--- src/rtl/agu_pkg.sv ---
package agu_pkg;

  typedef enum logic [2:0] {
    AM_IMM    = 3'd0,
    AM_HOLD   = 3'd1,
    AM_INC    = 3'd2,
    AM_STRIDE = 3'd3,
    AM_CIRC   = 3'd4
  } am_e;

  typedef enum logic [1:0] {
    CF_PTR  = 2'd0,
    CF_STEP = 2'd1,
    CF_LO   = 2'd2,
    CF_HI   = 2'd3
  } cf_e;

  // Modes that write a new pointer value back.
  function automatic logic mode_updates(logic [2:0] m);
    return (m == AM_INC) || (m == AM_STRIDE) || (m == AM_CIRC);
  endfunction

endpackage

--- src/rtl/agu_cfg_bank.sv ---
module agu_cfg_bank
  import agu_pkg::*;
#(
  parameter int NUM_REGS = 4,
  parameter int ADDR_W   = 8,
  localparam int IW      = $clog2(NUM_REGS)
) (
  input  logic                       clk,
  input  logic                       rst_n,
  input  logic                       cfg_we,
  input  logic [1:0]                 cfg_field,
  input  logic [IW-1:0]              cfg_reg,
  input  logic [ADDR_W-1:0]          cfg_data,
  output logic [NUM_REGS*ADDR_W-1:0] step_flat,
  output logic [NUM_REGS*ADDR_W-1:0] lo_flat,
  output logic [NUM_REGS*ADDR_W-1:0] hi_flat
);

  for (genvar g = 0; g < NUM_REGS; g++) begin : g_cfg
    logic [ADDR_W-1:0] step_q, lo_q, hi_q;
    logic              hit;

    assign hit = cfg_we && (cfg_reg == IW'(g));

    always_ff @(posedge clk or negedge rst_n) begin
      if (!rst_n) begin
        step_q <= '0;
        lo_q   <= '0;
        hi_q   <= '0;
      end else if (hit) begin
        case (cfg_field)
          CF_STEP: step_q <= cfg_data;
          CF_LO:   lo_q   <= cfg_data;
          CF_HI:   hi_q   <= cfg_data;
          default: ;
        endcase
      end
    end

    assign step_flat[g*ADDR_W +: ADDR_W] = step_q;
    assign lo_flat[g*ADDR_W +: ADDR_W]   = lo_q;
    assign hi_flat[g*ADDR_W +: ADDR_W]   = hi_q;
  end

endmodule

--- src/rtl/agu_next_calc.sv ---
module agu_next_calc
  import agu_pkg::*;
#(
  parameter int ADDR_W = 8
) (
  input  logic [2:0]        mode,
  input  logic [ADDR_W-1:0] ptr,
  input  logic [ADDR_W-1:0] step,
  input  logic [ADDR_W-1:0] lo,
  input  logic [ADDR_W-1:0] hi,
  output logic [ADDR_W-1:0] nxt,
  output logic              upd,
  output logic              wrap
);

  // Sum that drops the carry: increment and stride modes.
  function automatic logic [ADDR_W-1:0] add_mod(logic [ADDR_W-1:0] a,
                                                logic [ADDR_W-1:0] b);
    return a + b;
  endfunction

  // Sum that keeps the carry: the circular bound test needs it.
  function automatic logic [ADDR_W:0] add_full(logic [ADDR_W-1:0] a,
                                               logic [ADDR_W-1:0] b);
    return {1'b0, a} + {1'b0, b};
  endfunction

  logic [ADDR_W:0] circ_sum;

  always_comb begin
    circ_sum = add_full(ptr, step);
    wrap     = 1'b0;
    nxt      = ptr;
    case (mode)
      AM_INC:    nxt = add_mod(ptr, ADDR_W'(1));
      AM_STRIDE: nxt = add_mod(ptr, step);
      AM_CIRC: begin
        wrap = circ_sum > {1'b0, hi};
        nxt  = wrap ? lo : circ_sum[ADDR_W-1:0];
      end
      default:   nxt = ptr;
    endcase
  end

  assign upd = mode_updates(mode);

endmodule

--- src/rtl/agu_ptr_bank.sv ---
module agu_ptr_bank #(
  parameter int NUM_REGS = 4,
  parameter int ADDR_W   = 8,
  localparam int IW      = $clog2(NUM_REGS)
) (
  input  logic                       clk,
  input  logic                       rst_n,
  input  logic                       upd_valid,
  input  logic [IW-1:0]              upd_reg,
  input  logic [ADDR_W-1:0]          upd_val,
  input  logic                       load_we,
  input  logic [IW-1:0]              load_reg,
  input  logic [ADDR_W-1:0]          load_val,
  output logic [NUM_REGS*ADDR_W-1:0] ptr_flat,
  output logic [NUM_REGS-1:0]        upd_en
);

  for (genvar g = 0; g < NUM_REGS; g++) begin : g_ptr
    logic [ADDR_W-1:0] p_q;
    logic              load_hit;

    assign load_hit  = load_we && (load_reg == IW'(g));
    assign upd_en[g] = upd_valid && (upd_reg == IW'(g));

    // A software load wins over a post-modify in the same cycle.
    always_ff @(posedge clk or negedge rst_n) begin
      if (!rst_n)         p_q <= '0;
      else if (load_hit)  p_q <= load_val;
      else if (upd_en[g]) p_q <= upd_val;
    end

    assign ptr_flat[g*ADDR_W +: ADDR_W] = p_q;
  end

endmodule

--- src/rtl/agu_modulo.sv ---
module agu_modulo
  import agu_pkg::*;
#(
  parameter int NUM_REGS  = 4,
  parameter int ADDR_W    = 8,
  parameter int REG_IDX_W = $clog2(NUM_REGS)
) (
  input  logic                 clk,
  input  logic                 rst_n,
  input  logic                 issue_valid,
  input  logic [2:0]           issue_mode,
  input  logic [REG_IDX_W-1:0] issue_reg,
  input  logic [ADDR_W-1:0]    issue_imm,
  input  logic                 cfg_we,
  input  logic [1:0]           cfg_field,
  input  logic [REG_IDX_W-1:0] cfg_reg,
  input  logic [ADDR_W-1:0]    cfg_data,
  output logic [ADDR_W-1:0]    mem_addr
);

  localparam int FLAT_W = NUM_REGS * ADDR_W;

  logic [FLAT_W-1:0]   ptr_flat, step_flat, lo_flat, hi_flat;
  logic [NUM_REGS-1:0] upd_en;
  logic [ADDR_W-1:0]   sel_ptr, sel_step, sel_lo, sel_hi, next_ptr;
  logic                mode_upd, wrap_hit, upd_fire, ptr_load;

  agu_cfg_bank #(.NUM_REGS(NUM_REGS), .ADDR_W(ADDR_W)) u_cfg (
    .clk       (clk),
    .rst_n     (rst_n),
    .cfg_we    (cfg_we),
    .cfg_field (cfg_field),
    .cfg_reg   (cfg_reg),
    .cfg_data  (cfg_data),
    .step_flat (step_flat),
    .lo_flat   (lo_flat),
    .hi_flat   (hi_flat)
  );

  assign sel_ptr  = ptr_flat[issue_reg*ADDR_W +: ADDR_W];
  assign sel_step = step_flat[issue_reg*ADDR_W +: ADDR_W];
  assign sel_lo   = lo_flat[issue_reg*ADDR_W +: ADDR_W];
  assign sel_hi   = hi_flat[issue_reg*ADDR_W +: ADDR_W];

  agu_next_calc #(.ADDR_W(ADDR_W)) u_calc (
    .mode (issue_mode),
    .ptr  (sel_ptr),
    .step (sel_step),
    .lo   (sel_lo),
    .hi   (sel_hi),
    .nxt  (next_ptr),
    .upd  (mode_upd),
    .wrap (wrap_hit)
  );

  assign upd_fire = issue_valid && mode_upd;
  assign ptr_load = cfg_we && (cfg_field == CF_PTR);

  agu_ptr_bank #(.NUM_REGS(NUM_REGS), .ADDR_W(ADDR_W)) u_ptr (
    .clk       (clk),
    .rst_n     (rst_n),
    .upd_valid (upd_fire),
    .upd_reg   (issue_reg),
    .upd_val   (next_ptr),
    .load_we   (ptr_load),
    .load_reg  (cfg_reg),
    .load_val  (cfg_data),
    .ptr_flat  (ptr_flat),
    .upd_en    (upd_en)
  );

  assign mem_addr = (issue_mode == AM_IMM) ? issue_imm : sel_ptr;

endmodule

--- config.mk ---
export PLATFORM = sky130hd
export DESIGN_NAME = agu_modulo
export DESIGN_NICKNAME = d
export VERILOG_FILES = /design/src/rtl/agu_pkg.sv /design/src/rtl/agu_cfg_bank.sv /design/src/rtl/agu_next_calc.sv /design/src/rtl/agu_ptr_bank.sv /design/src/rtl/agu_modulo.sv
export SDC_FILE = /design/constraint.sdc
export NUM_CORES = 1
export LEC_CHECK = 0
export BUFFER_PORTS_ARGS = -buffer_cell sky130_fd_sc_hd__buf_4
export CAP_MARGIN = 20
export CORE_MARGIN = 8
export CORE_UTILIZATION = 30
export DETAILED_ROUTE_END_ITERATION = 6
export PLACE_DENSITY_LB_ADDON = 0.05
export REMOVE_ABC_BUFFERS = 1
export SKIP_CTS_REPAIR_TIMING = 1
export SLEW_MARGIN = 0
export SYNTH_ARGS = -nofsm -noshare
export SYNTH_HDL_FRONTEND = slang
export SYNTH_SLANG_ARGS = --single-unit
--- constraint.sdc ---
create_clock -name clk -period 7 [get_ports clk]
set_clock_uncertainty 0.1 [all_clocks]
set_input_delay 1.4 -clock clk [delete_from_list [all_inputs] [get_ports clk]]
set_output_delay 1.4 -clock clk [all_outputs]
set_load 0.005 [all_outputs]
==> After elaboration in Yosys (flattened, before gate mapping) <==
Cells that the tools add are included.
{ "word_totals": {"register_bits": 128, "input_bits": 29, "wordCells": 83} }
{ "classes": {"addsub": 3, "order_cmp": 1, "eq_ne": 12, "shift": 4, "mux": 11, "reduce_logical": 36} }
{ "op_table": {"columns": ["operator", "count"], "rows": [
  ["32-bit by 6-bit variable part select with 8-bit output", 4],
  ["8-bit 2-to-1 mux", 10],
  ["8-bit case mux with 3 select lines", 1],
  ["2-bit AND reduction", 12],
  ["1-bit logical AND", 14],
  ["2-bit == test (second input constant)", 6],
  ["8-bit by 8-bit adder with 9-bit output", 1],
  ["9-bit by 8-bit greater-than comparator with 1-bit output", 1],
  ["8-bit by 1-bit adder with 8-bit output (second input constant)", 1],
  ["8-bit adder", 1],
  ["2-bit nonzero test", 4],
  ["2-bit by 1-bit == test with 1-bit output (second input constant)", 3],
  ["3-bit by 2-bit == test with 1-bit output (second input constant)", 2],
  ["2-bit zero test", 3],
  ["3-bit == test (second input constant)", 1],
  ["3-bit zero test", 1],
  ["1-bit logical OR", 2]
]} }

==> Longest topological paths before layout <==
Gate-level depths: netlist of the first run.
{ "logic_depth": {"depth_word": 7, "mapped_depth": 17, "ltp_nobuf": 13} }

==> Modules after synthesis <==
A second synthesis of the first run with hierarchy kept.
{ "unflattened": {"hier_cells": 602, "hier_area_um2": 7278.2} }
{ "by_module_without_submodules": {"columns": ["mod", "n_inst", "cells_per_inst", "area_per_inst_um2", "seq_area_each_um2"], "rows": [
  ["agu_cfg_bank", 1, 221, 3757.4, 2402.3],
  ["agu_ptr_bank", 1, 178, 1466.4, 800.8],
  ["agu_next_calc", 1, 153, 1136.1, 0.0],
  ["agu_modulo", 1, 50, 918.4, 0.0]
]} }

==> Least setup slack after synthesis of the first run <==
No wires, ideal clock.
{ "synth_path": {"path_type": "input-to-reg", "start": "input port issue_reg[0]", "end": "register u_ptr.g_ptr[0].p_q[6]", "arrival_ps": 5084, "required_time_ps": 6764, "setup_slack_ps": 1679, "path_stages": 17, "path_buffers": 4, "cell_sequence": "buf_6 buf_6 buf_6 mux4_2 ha_1 fa_1 a211oi_1 o21ai_0 xor2_1 ha_1 and3_1 or3b_1 o211ai_2 clkbuf_2 a21boi_0 o21ai_1 a31oi_1"} }
{ "synth_via": {"elab_chain_cells": 7, "elab_cells_between_ends": 15, "cone_classes": "add/sub: 3; order compare: 1; shift: 4; mux: 4; reduce/logical: 3"} }
{ "synth_lines": {"columns": ["item", "line", "rtl"], "rows": [
  ["start, declared", "agu_modulo.sv:12", "input logic [REG_IDX_W-1:0] issue_reg,"],
  ["32-bit by 6-bit variable part select with 8-bit output (on tied branches)", "agu_modulo.sv:40, agu_modulo.sv:41", null],
  ["8-bit by 8-bit adder with 9-bit output", "agu_next_calc.sv:25", "return {1'b0, a} + {1'b0, b};"],
  ["9-bit by 8-bit greater-than comparator with 1-bit output", "agu_next_calc.sv:38", "wrap = circ_sum > {1'b0, hi};"],
  ["8-bit 2-to-1 mux", "agu_next_calc.sv:39", "nxt = wrap ? lo : circ_sum[ADDR_W-1:0];"],
  ["8-bit case mux with 3 select lines", "agu_next_calc.sv:34", "case (mode)"],
  ["8-bit 2-to-1 mux", "agu_ptr_bank.sv:29", "else if (upd_en[g]) p_q <= upd_val;"],
  ["8-bit 2-to-1 mux", "agu_ptr_bank.sv:28", "else if (load_hit) p_q <= load_val;"],
  ["end signal, assigned", "agu_ptr_bank.sv:28", null],
  ["end signal, assigned", "agu_ptr_bank.sv:29", null],
  ["end, declared", "agu_ptr_bank.sv:19", "logic [ADDR_W-1:0] p_q;"]
]} }
Several ways; a longest one is shown, not always the timed one. The select of a mux whose other input is x is not followed.
A chain may end at the register's enable or synchronous reset.

==> Worst setup path after layout of the first run <==
{ "layout_path": {"start": "input port issue_reg[0]", "end": "register u_ptr.g_ptr[2].p_q[6]"} }
{ "layout_via": {"elab_chain_cells": 7, "elab_cells_between_ends": 15, "cone_classes": "add/sub: 3; order compare: 1; eq/ne: 1; shift: 4; mux: 4; reduce/logical: 2"} }
{ "layout_lines": {"columns": ["item", "line"], "rows": [
  ["32-bit by 6-bit variable part select with 8-bit output (on tied branches)", "agu_modulo.sv:40, agu_modulo.sv:41"],
  ["8-bit by 8-bit adder with 9-bit output", "agu_next_calc.sv:25"],
  ["9-bit by 8-bit greater-than comparator with 1-bit output", "agu_next_calc.sv:38"],
  ["8-bit 2-to-1 mux", "agu_next_calc.sv:39"],
  ["8-bit case mux with 3 select lines", "agu_next_calc.sv:34"],
  ["8-bit 2-to-1 mux", "agu_ptr_bank.sv:29"],
  ["8-bit 2-to-1 mux", "agu_ptr_bank.sv:28"],
  ["end signal, assigned", "agu_ptr_bank.sv:28"],
  ["end signal, assigned", "agu_ptr_bank.sv:29"],
  ["end, declared", "agu_ptr_bank.sv:19"]
]} }
Several ways; a longest one is shown, not always the timed one. The select of a mux whose other input is x is not followed.

==> flow_metrics.py, run 1 <==
metrics = {
    "timing": {
        "tightest_slew_ps": 986,
        "slew_violations": 0,
        "final-hold-violation-count": 0,
        "period_needed_ps": 5670,
        "setup-tns-final_ps": 0,
        "finalCritPeriodShare_pct": 81.0,
        "setup_viol": 0,
        "timing.final.ws_setup_ps": 1330,
        "slew_headroom_pct": 34.0,
        "rsz0062_at_grt": "false",
        "fin_hold_ws_ps": 402,
        "max_freq_ghz": 0.176,
    },
    "global_route": {
        "grt_first_pass_wirelength_mm": 35.5,
        "grt_overflow": 0,
        "grt_antenna_before_repair": 0,
        "grt_max_degree": 68,
        "track_usage_pct": 15.5,
        "grt_pass1_vias": 5718,
    },
    "setup_path": {
        "cp_top_family": "compound AO/OA/AOI/OAI gates",
        "cp-start-kind": "primary input",
        "cp.required_ps": 7170,
        "slowest_delay_ps": 660,
        "critPathArrivalTime_ps": 5850,
        "crit_buf_inv": 1,
        "path_max_fanout": 40,
        "end_kind": "flop",
        "crit_type": "primary input to flop",
        "slowest_stage": "mux4_2",
        "crit_chain": "buf_4, mux4_2, ha_1, fa_1, a211oi_1, o21ai_0, xor2_1, ha_1, a21o_1, a21o_1, o211ai_2, a21boi_0, o21ai_1, a31oi_1",
    },
    "place": {
        "dp_hpwl_mm": 15.7,
        "pre_cts_slack_ps": 852,
        "place_inst": 954,
        "portBuffers": 36,
        "place.gp.congestion": 0.805,
        "dpl_cell_area_um2": 7950,
    },
    "synth": {
        "ys_types": 58,
        "yosys_warnings": 0,
        "synth_edf_count": 0,
        "synth-seq-cells": 128,
        "ys.flop_type": "dfrtp_1",
        "synth_area_um2": 7420,
        "synth-async-reset-ratio_pct": 100,
        "avgSynthCellArea_um2": 11.9,
        "syn_inst": 626,
        "synth-seq-area-share_pct": 43.2,
    },
    "cts": {
        "htreeDepth": 4,
        "clock_sinks": 128,
        "cts_tree": "done",
        "cts_root_buf": "clkbuf_16",
        "clkLatencyLatePin_ps": 420,
        "cts.path.max_buffers": 2,
        "clk_pin_slew_ps": 60,
        "cts_buffers": 17,
    },
    "power_and_ir_drop": {
        "leakagePower_nw": 3.52,
        "finalPower_mw": 3.13,
        "power.density_nw_per_um2": 368,
        "vdd_ir_drop_max_v": 0.000132,
    },
    "outcome": {
        "status": "finished clean",
    },
    "floorplanning": {
        "rows": 57,
        "initial_core_util_pct": 30.5,
        "ioPinCount": 37,
        "die_area_um2": 30000,
        "dieWidth_um": 173,
        "fp.dieH_um": 173,
        "coreArea_um2": 24300,
    },
    "final_layout": {
        "final_cell_area_um2": 8510,
        "final_cells": 986,
        "diodes": 0,
        "final_core_util_pct": 35.0,
        "drive_above_1_share_pct": 35.2,
        "nets": 703,
        "syn_to_final_growth_pct": 14.7,
    },
    "worst_hold_path": {
        "hold_path_class": "flop to flop",
    },
    "routing": {
        "drc": 0,
        "wirelength_mm": 22.8,
        "drt_iter0_markers": 287,
        "vias": 5315,
        "firstDrtPassIters": 4,
        "viasPerCell": 5.39,
        "ant_nets": 0,
        "wl_per_cell_um": 23.2,
    },
    "job": {
        "max_cap_viol_count": 0,
    },
}
logic make-up (layout without fill, tap and decap cells):
group / count (synthesis) / after routing / synth area share [%]
flip-flops: 128 / 128 / 43.2
buffers and inverters: 49 / 85 / 3.20
XOR/XNOR: 6 / 6 / 0.709
adder cells (fa/ha/maj): 25 / 25 / 4.42
multiplexers: 139 / 139 / 26.0
AND/OR/NAND/NOR: 142 / 142 / 10.8
AO/OA/AOI/OAI: 137 / 137 / 11.7
state kept, by name, summed over array words and instances (netlist names):
name / flops
u_ptr.g_ptr.p_q: 32
u_cfg.g_cfg.hi_q: 32
u_cfg.g_cfg.step_q: 32
u_cfg.g_cfg.lo_q: 32
worst paths after layout:
path | from | end | slack, ps | cells after the start
hold reg to reg | u_cfg.g_cfg[3].lo_q[2] | u_cfg.g_cfg[3].lo_q[2] | 400 | 1
setup reg to reg | u_ptr.g_ptr[3].p_q[0] | u_ptr.g_ptr[2].p_q[6] | 2650 | 13
max in group asynchronous | rst_n | u_cfg.g_cfg[0].hi_q[3] | 4470 | 2
hold / removal | u_cfg.g_cfg[3].lo_q[2] | u_cfg.g_cfg[3].lo_q[2] | 400 | 1
setup / recovery | issue_reg[0] | u_ptr.g_ptr[2].p_q[6] | 1330 | 14
min in group asynchronous | rst_n | u_ptr.g_ptr[0].p_q[3] | 960 | 1
layout by cell type (no fill, tap or decap), drive strengths merged, types with 3 or more instances in the layout:
| master | instances |
|---|---|
| nand3 | 3 |
| or3b | 3 |
| o21ai | 54 |
| clkbuf | 18 |
| a211oi | 6 |
| nor3 | 19 |
| a22o | 4 |
| and3 | 12 |
| clkinvlp | 3 |
| mux4 | 32 |
| a21o | 8 |
| nand3b | 5 |
| dfrtp | 128 |
| xor2 | 3 |
| nor2 | 34 |
| a21oi | 33 |
| o211ai | 4 |
| mux2 | 105 |
| nand2 | 15 |
| clkinv | 4 |
| xnor2 | 3 |
| a21boi | 7 |
| nor3b | 3 |
| nand2b | 5 |
| inv | 21 |
| a31oi | 8 |
| ha | 23 |
| or3 | 38 |
| buf | 39 |
layout make-up:
| type | instances | area, um^2 |
|---|---|---|
| Clock buffer | 18 | 439 |
| Clock inverter | 14 | 118 |
| Fill cell | 2388 | 15800 |
| Inverter | 14 | 52.6 |
| Multi-Input combinational cell | 449 | 4000 |
| Sequential cell | 128 | 3200 |
| Tap cell | 324 | 405 |
| Timing Repair Buffer | 39 | 293 |
power breakdown:
group	switching [mW]	internal (mW)	total [mW]	leakage (nW)
registers	0.0965	0.932	1.03	1.53
clock network	0.364	0.471	0.836	0.267
logic	0.696	0.570	1.27	1.73
total	1.16	1.97	3.13	3.52
synthesized netlist by cell type (all sizes together), types with 3 or more instances:
master	count	area, um^2
mux2	105	1180
nor3	19	105
nand2b	5	31.3
mux4	32	724
xnor2	3	26.3
nand3	3	15.0
nor2	34	138
dfrtp	128	3200
clkbuf	22	87.6
inv	14	52.6
and3	12	75.1
a21oi	33	165
or3	38	243
ha	23	288
nand2	15	56.3
a22o	4	35.0
a211oi	6	55.1
o211ai	4	35.0
nand3b	5	37.5
or3b	3	26.3
buf	13	97.6
xor2	3	26.3
a21boi	7	52.6
a21o	8	61.3
nor3b	3	37.5
o21ai	54	293
a31oi	8	50.1
worst reg2reg max path, stage by stage (launching register included):
cell	delay, ps
dfrtp_1	410
mux4_2	550
ha_1	290
fa_1	440
a211oi_1	310
o21ai_0	150
xor2_1	180
ha_1	320
a21o_1	170
a21o_1	190
o211ai_2	490
a21boi_0	180
o21ai_1	310
a31oi_1	140
metal layers:
layer,GRT usage (%),up-vias,routed length (um)
met1,20.8,2752,10700
li1,-,2403,-
met2,24.4,133,10700
met4,5.93,0,617
met3,2.98,27,879
met5,0,-,0
No activity file was read; power rests on OpenSTA's default activity.
==> inputs of run 2 (changes only) <==
clock period = 5.9 ns   (was 7 ns; I/O delays follow)
==> run 2 against run 1 <==
Count of clock-buffer cells in the layout did not move; non-clock buffer count up 6; via count grew 1.0%; critical path type unchanged; largest cell class unchanged; highest routed layer unchanged.
==> flow_metrics.py, run 2 (synthesis results as in run 1) <==
metrics = {
    "global_route": {
        "grt_max_degree": 70,
        "grt_antenna_before_repair": 0,
        "grt_overflow": 0,
        "track_usage_pct": 15.6,
        "grt_pass1_vias": 5661,
        "grt_first_pass_wirelength_mm": 35.7,
    },
    "setup_path": {
        "end_kind": "flop",
        "critPathArrivalTime_ps": 5250,
        "cp.required_ps": 6080,
        "path_max_fanout": 24,
        "rr_worst_depth": 14,
        "cp-start-kind": "primary input",
        "crit_type": "primary input to flop",
    },
    "final_layout": {
        "final_cell_area_um2": 8550,
        "diodes": 0,
        "nets": 709,
        "final_cell_mix": "128 x dfrtp_1, 105 x mux2_2, 45 x buf_4",
        "drive_above_1_share_pct": 35.6,
        "nFillCells": 2413,
        "syn_to_final_growth_pct": 15.2,
        "final_core_util_pct": 35.1,
        "layout_commonest_cell": "dfrtp_1",
    },
    "floorplanning": {
        "ioPinCount": 37,
        "coreArea_um2": 24300,
        "fp.dieH_um": 173,
        "die_area_um2": 30000,
        "rows": 57,
        "initial_core_util_pct": 30.5,
        "dieWidth_um": 173,
    },
    "routing": {
        "drt_iter0_markers": 365,
        "viasPerCell": 5.41,
        "wirelength_mm": 23.0,
        "drc": 0,
        "vias": 5369,
        "wl_per_cell_um": 23.2,
        "firstDrtPassIters": 5,
        "ant_nets": 0,
    },
    "power_and_ir_drop": {
        "power.density_nw_per_um2": 439,
        "vdd_ir_drop_max_v": 0.000207,
        "p_switching_mw": 1.38,
        "leakagePower_nw": 3.55,
        "p_sw_share_pct": 36.9,
        "p_int_mw": 2.36,
        "clockPowerShare_pct": 26.7,
        "pwr-share-seq_pct": 32.4,
        "comb_power_share_pct": 40.9,
    },
    "timing": {
        "finalCritPeriodShare_pct": 85.9,
        "tightest_slew_ps": 996,
        "slew_headroom_pct": 33.2,
        "timing.final.ws_setup_ps": 834,
        "final-hold-violation-count": 0,
        "period_needed_ps": 5070,
        "setup_viol": 0,
        "rsz0062_at_grt": "false",
        "max_freq_ghz": 0.197,
        "setup-tns-final_ps": 0,
        "slew_violations": 0,
        "fin_hold_ws_ps": 398,
    },
    "job": {
        "max_cap_viol_count": 0,
    },
    "cts": {
        "htreeDepth": 4,
        "clkLatencyLatePin_ps": 420,
        "clock_sinks": 128,
        "clk_pin_slew_ps": 60,
        "cts_tree": "done",
        "cts_buffers": 17,
        "cts.path.max_buffers": 2,
        "cts_root_buf": "clkbuf_16",
    },
    "place": {
        "dpl_cell_area_um2": 8000,
        "pre_cts_slack_ps": 427,
        "portBuffers": 36,
        "place.gp.congestion": 0.838,
        "dp_hpwl_mm": 15.8,
    },
    "worst_hold_path": {
        "hold_path_class": "flop to flop",
        "hold_depth": 1,
    },
    "outcome": {
        "status": "finished clean",
    },
}
-- run 2: cell types whose count changed in the layout (fill, tap and decap cells not counted), sizes merged --
cell and change:
buf +6, clkinv -1, inv +1
-- run 2: area by class of cell --
type | instances | area [um^2] | share of cell area [%]
inverters | 14 | 52.6 | 0.615
clock inverters | 14 | 123 | 1.43
clock buffers | 18 | 429 | 5.02
repair buffers | 45 | 338 | 3.95
well taps | 324 | 405 | 4.74
multi-input cells | 449 | 4000 | 46.8
flip-flops and latches | 128 | 3200 | 37.5
-- run 2: through the flow --
step | std cells | total power, mW
3_3_place_gp | 960 | 2.74
6_report | 992 | 3.75
3_5_place_dp | 960 | 2.76
4_1_cts | 992 | 3.78
5_1_grt | 992 | 4.00
2_1_floorplan | 591 | 2.24
-- run 2: routing by layer --
layer | track usage, % | vias to the layer above | wire length (um)
met1 | 21.5 | 2738 | 10900
met2 | 24.1 | 173 | 10600
met5 | 0 | - | 0
met4 | 5.57 | 0 | 563
met3 | 2.96 | 32 | 942
li1 | - | 2426 | -
-- run 2: worst paths after layout --
check / slack (ps) / end / from
hold reg to reg: 400 / u_cfg.g_cfg[3].step_q[3] / u_cfg.g_cfg[3].step_q[3]
setup reg to reg: 1690 / u_ptr.g_ptr[2].p_q[1] / u_ptr.g_ptr[3].p_q[0]
max in group asynchronous: 4120 / u_cfg.g_cfg[0].hi_q[6] / rst_n
min in group asynchronous: 470 / u_ptr.g_ptr[3].p_q[3] / rst_n
setup / recovery: 830 / u_ptr.g_ptr[2].p_q[1] / issue_reg[0]
hold / removal: 400 / u_cfg.g_cfg[3].step_q[3] / u_cfg.g_cfg[3].step_q[3]
-- run 2: worst max-delay path, cell delays in order --
cell      delay (ps)
buf_4            380
mux4_2           630
ha_1             280
fa_1             430
a211oi_1         330
o21ai_0          140
xor2_1           180
ha_1             300
and3_1           170
or3b_1           380
o211ai_2          90
buf_4            210
a21boi_0         110
o21ai_1          290
a21oi_1          110
-- run 2: power groups by stage --
stage	logic, mW	clock network, mW	registers, mW
CTS	1.54	1.03	1.21
finish	1.53	1.00	1.21
floorplan	1.05	0	1.19
global route	1.69	1.07	1.25
detailed placement	1.53	0	1.23
global placement	1.52	0	1.22
==> inputs of run 3 (changes only) <==
CORE_ASPECT_RATIO = 1.4   (was unset)
==> run 3 against run 2 <==
Via count grew 0.75%; sequential share of layout area down 0.44 points; wire length increased by 3.5%; sequential cell count unchanged; register-to-register slack got worse by 100 ps; fmax is 3.6% lower; hold slack better by 3.3 ps; count of clock-buffer cells in the layout down 1; core utilization rose by 0.15 points; global-route usage is 0.60 points higher; clock power rose by 20%; combinational power about the same.
==> flow_metrics.py, run 3 (synthesis results as in run 1) <==
metrics = {
    "cts": {
        "htreeDepth": 4,
        "clk_pin_slew_ps": 60,
        "clock_sinks": 128,
        "cts.path.max_buffers": 2,
        "cts_buffers": 17,
        "cts_root_buf": "clkbuf_16",
        "cts_tree": "done",
        "clkLatencyLatePin_ps": 430,
    },
    "final_layout": {
        "final_cell_mix": "128 x dfrtp_1, 105 x mux2_2, 45 x buf_4",
        "syn_to_final_growth_pct": 16.6,
        "final_core_util_pct": 35.3,
        "drive_above_1_share_pct": 35.8,
        "layout_commonest_cell": "dfrtp_1",
        "diodes": 0,
        "nets": 709,
    },
    "worst_hold_path": {
        "hold_depth": 1,
        "hold_path_class": "flop to flop",
        "holdCritStartpoint": "u_cfg.g_cfg[2].lo_q[6]",
        "hold_end": "u_cfg.g_cfg[2].lo_q[6]",
    },
    "outcome": {
        "status": "finished clean",
    },
    "timing": {
        "tightest_slew_ps": 1020,
        "finalCritPeriodShare_pct": 89.1,
        "slew_violations": 0,
        "setup_viol": 0,
        "max_freq_ghz": 0.190,
        "slew_headroom_pct": 31.5,
        "final-hold-violation-count": 0,
        "fin_hold_ws_ps": 401,
        "rsz0062_at_grt": "false",
        "setup-tns-final_ps": 0,
        "period_needed_ps": 5260,
    },
    "routing": {
        "wirelength_mm": 23.8,
        "ant_nets": 0,
        "wl_per_cell_um": 24.2,
        "firstDrtPassIters": 5,
        "drc": 0,
        "vias": 5409,
        "viasPerCell": 5.50,
        "drt_iter0_markers": 383,
    },
    "setup_path": {
        "slowest_stage": "mux4_2",
        "reg2reg_slack_ps": 1590,
        "end_kind": "flop",
        "cp_top_family": "compound AO/OA/AOI/OAI gates",
        "cp-start-kind": "primary input",
        "rr_worst_depth": 13,
        "reg2reg_to": "u_ptr.g_ptr[2].p_q[0]",
        "crit_type": "primary input to flop",
        "crit_buf_inv": 1,
        "critPathArrivalTime_ps": 5450,
        "rr_startpoint": "u_ptr.g_ptr[0].p_q[0]",
        "path_max_fanout": 28,
        "slowest_delay_ps": 640,
        "crit_chain": "buf_4, mux4_2, ha_1, fa_1, a211oi_1, o21ai_0, xor2_1, ha_1, a21o_1, a21o_1, o211ai_2, a21boi_0, o21ai_1, a21oi_1",
        "cp.required_ps": 6100,
    },
    "floorplanning": {
        "dieWidth_um": 149,
        "initial_core_util_pct": 30.3,
        "fp.dieH_um": 202,
        "coreArea_um2": 24500,
        "die_area_um2": 30100,
        "rows": 68,
        "ioPinCount": 37,
    },
    "place": {
        "place.gp.congestion": 0.843,
        "portBuffers": 36,
        "dp_hpwl_mm": 16.6,
    },
    "power_and_ir_drop": {
        "vdd_ir_drop_max_v": 0.000236,
        "clockPowerShare_pct": 30.6,
        "leakagePower_nw": 3.60,
        "p_switching_mw": 1.35,
        "power.density_nw_per_um2": 454,
        "p_int_mw": 2.57,
        "comb_power_share_pct": 38.3,
        "pwr-share-seq_pct": 31.1,
        "p_sw_share_pct": 34.5,
    },
    "global_route": {
        "grt_overflow": 0,
        "grt_pass1_vias": 5788,
        "grt_antenna_before_repair": 0,
        "track_usage_pct": 16.2,
        "grt_max_degree": 48,
        "grt_first_pass_wirelength_mm": 36.2,
    },
    "job": {
        "max_cap_viol_count": 0,
    },
}
run 3: cell count changes in the layout (fill, tap and decap cells not counted):
| cell | before | now |
|---|---|---|
| clkbuf_1 | 1 | 0 |
| clkinvlp_4 | 3 | 4 |
| clkinv_4 | 1 | 0 |
| inv_6 | 8 | 1 |
| bufinv_16 | 0 | 6 |
| clkinv_2 | 1 | 4 |
| clkinv_8 | 1 | 0 |
run 3: area by class of cell:
class | count | area, um^2
multi-input combinational | 449 | 4000
inverter | 14 | 52.6
clock inverter | 15 | 239
sequential | 128 | 3200
timing repair buffer | 45 | 338
clock buffer | 17 | 425
fill | 2420 | 15900
tap | 315 | 394
run 3: metal layers:
layer  wire length, um  part of all wire (%)  track usage, %  up-vias
met2             11700                    49            26.6      167
met3               959                   4.0            3.27       47
li1                  -                     -               -     2418
met5                 0                     0               0        -
met1             10200                    43            19.7     2777
met4               925                   3.9            8.35        0
run 3: worst max-delay path by stage:
stage | startpoint | end | slack, ps | depth (start not counted)
6_report | issue_reg[0] | u_ptr.g_ptr[2].p_q[0] | 640 | 14
5_1_grt | issue_reg[0] | u_ptr.g_ptr[3].p_q[1] | 300 | 14
4_1_cts | issue_reg[0] | u_ptr.g_ptr[3].p_q[0] | 580 | 14
3_5_place_dp | issue_reg[0] | u_ptr.g_ptr[3].p_q[0] | 140 | 14
3_3_place_gp | issue_reg[0] | u_ptr.g_ptr[3].p_q[0] | 200 | 14
2_1_floorplan | issue_reg[0] | u_ptr.g_ptr[0].p_q[6] | 1310 | 13
run 3: stage by stage:
step	total power [mW]	worst slack, ps	cells	area (um^2)
after floorplan	2.24	1310	591	7230
after global placement	2.71	200	951	7990
after detailed placement	2.74	138	951	7990
after CTS	3.96	584	983	8650
after global routing	4.16	296	983	8650
final	3.93	644	983	8650
run 3: power groups by stage:
stage                     clock network (mW)  logic, mW  registers (mW)
after global routing                    1.27       1.65            1.25
after CTS                               1.23       1.52            1.22
after global placement                     0       1.48            1.22
after detailed placement                   0       1.51            1.23
final                                   1.20       1.50            1.22
after floorplan                            0       1.05            1.19
run 3: worst register-to-register path, stage by stage, from the launching register on:
cell	delay, ps
dfrtp_1	390
mux4_2	530
ha_1	280
fa_1	430
a211oi_1	320
o21ai_0	140
xor2_1	180
ha_1	320
a21o_1	170
a21o_1	200
o211ai_2	460
a21boi_0	200
o21ai_1	340
a21oi_1	110
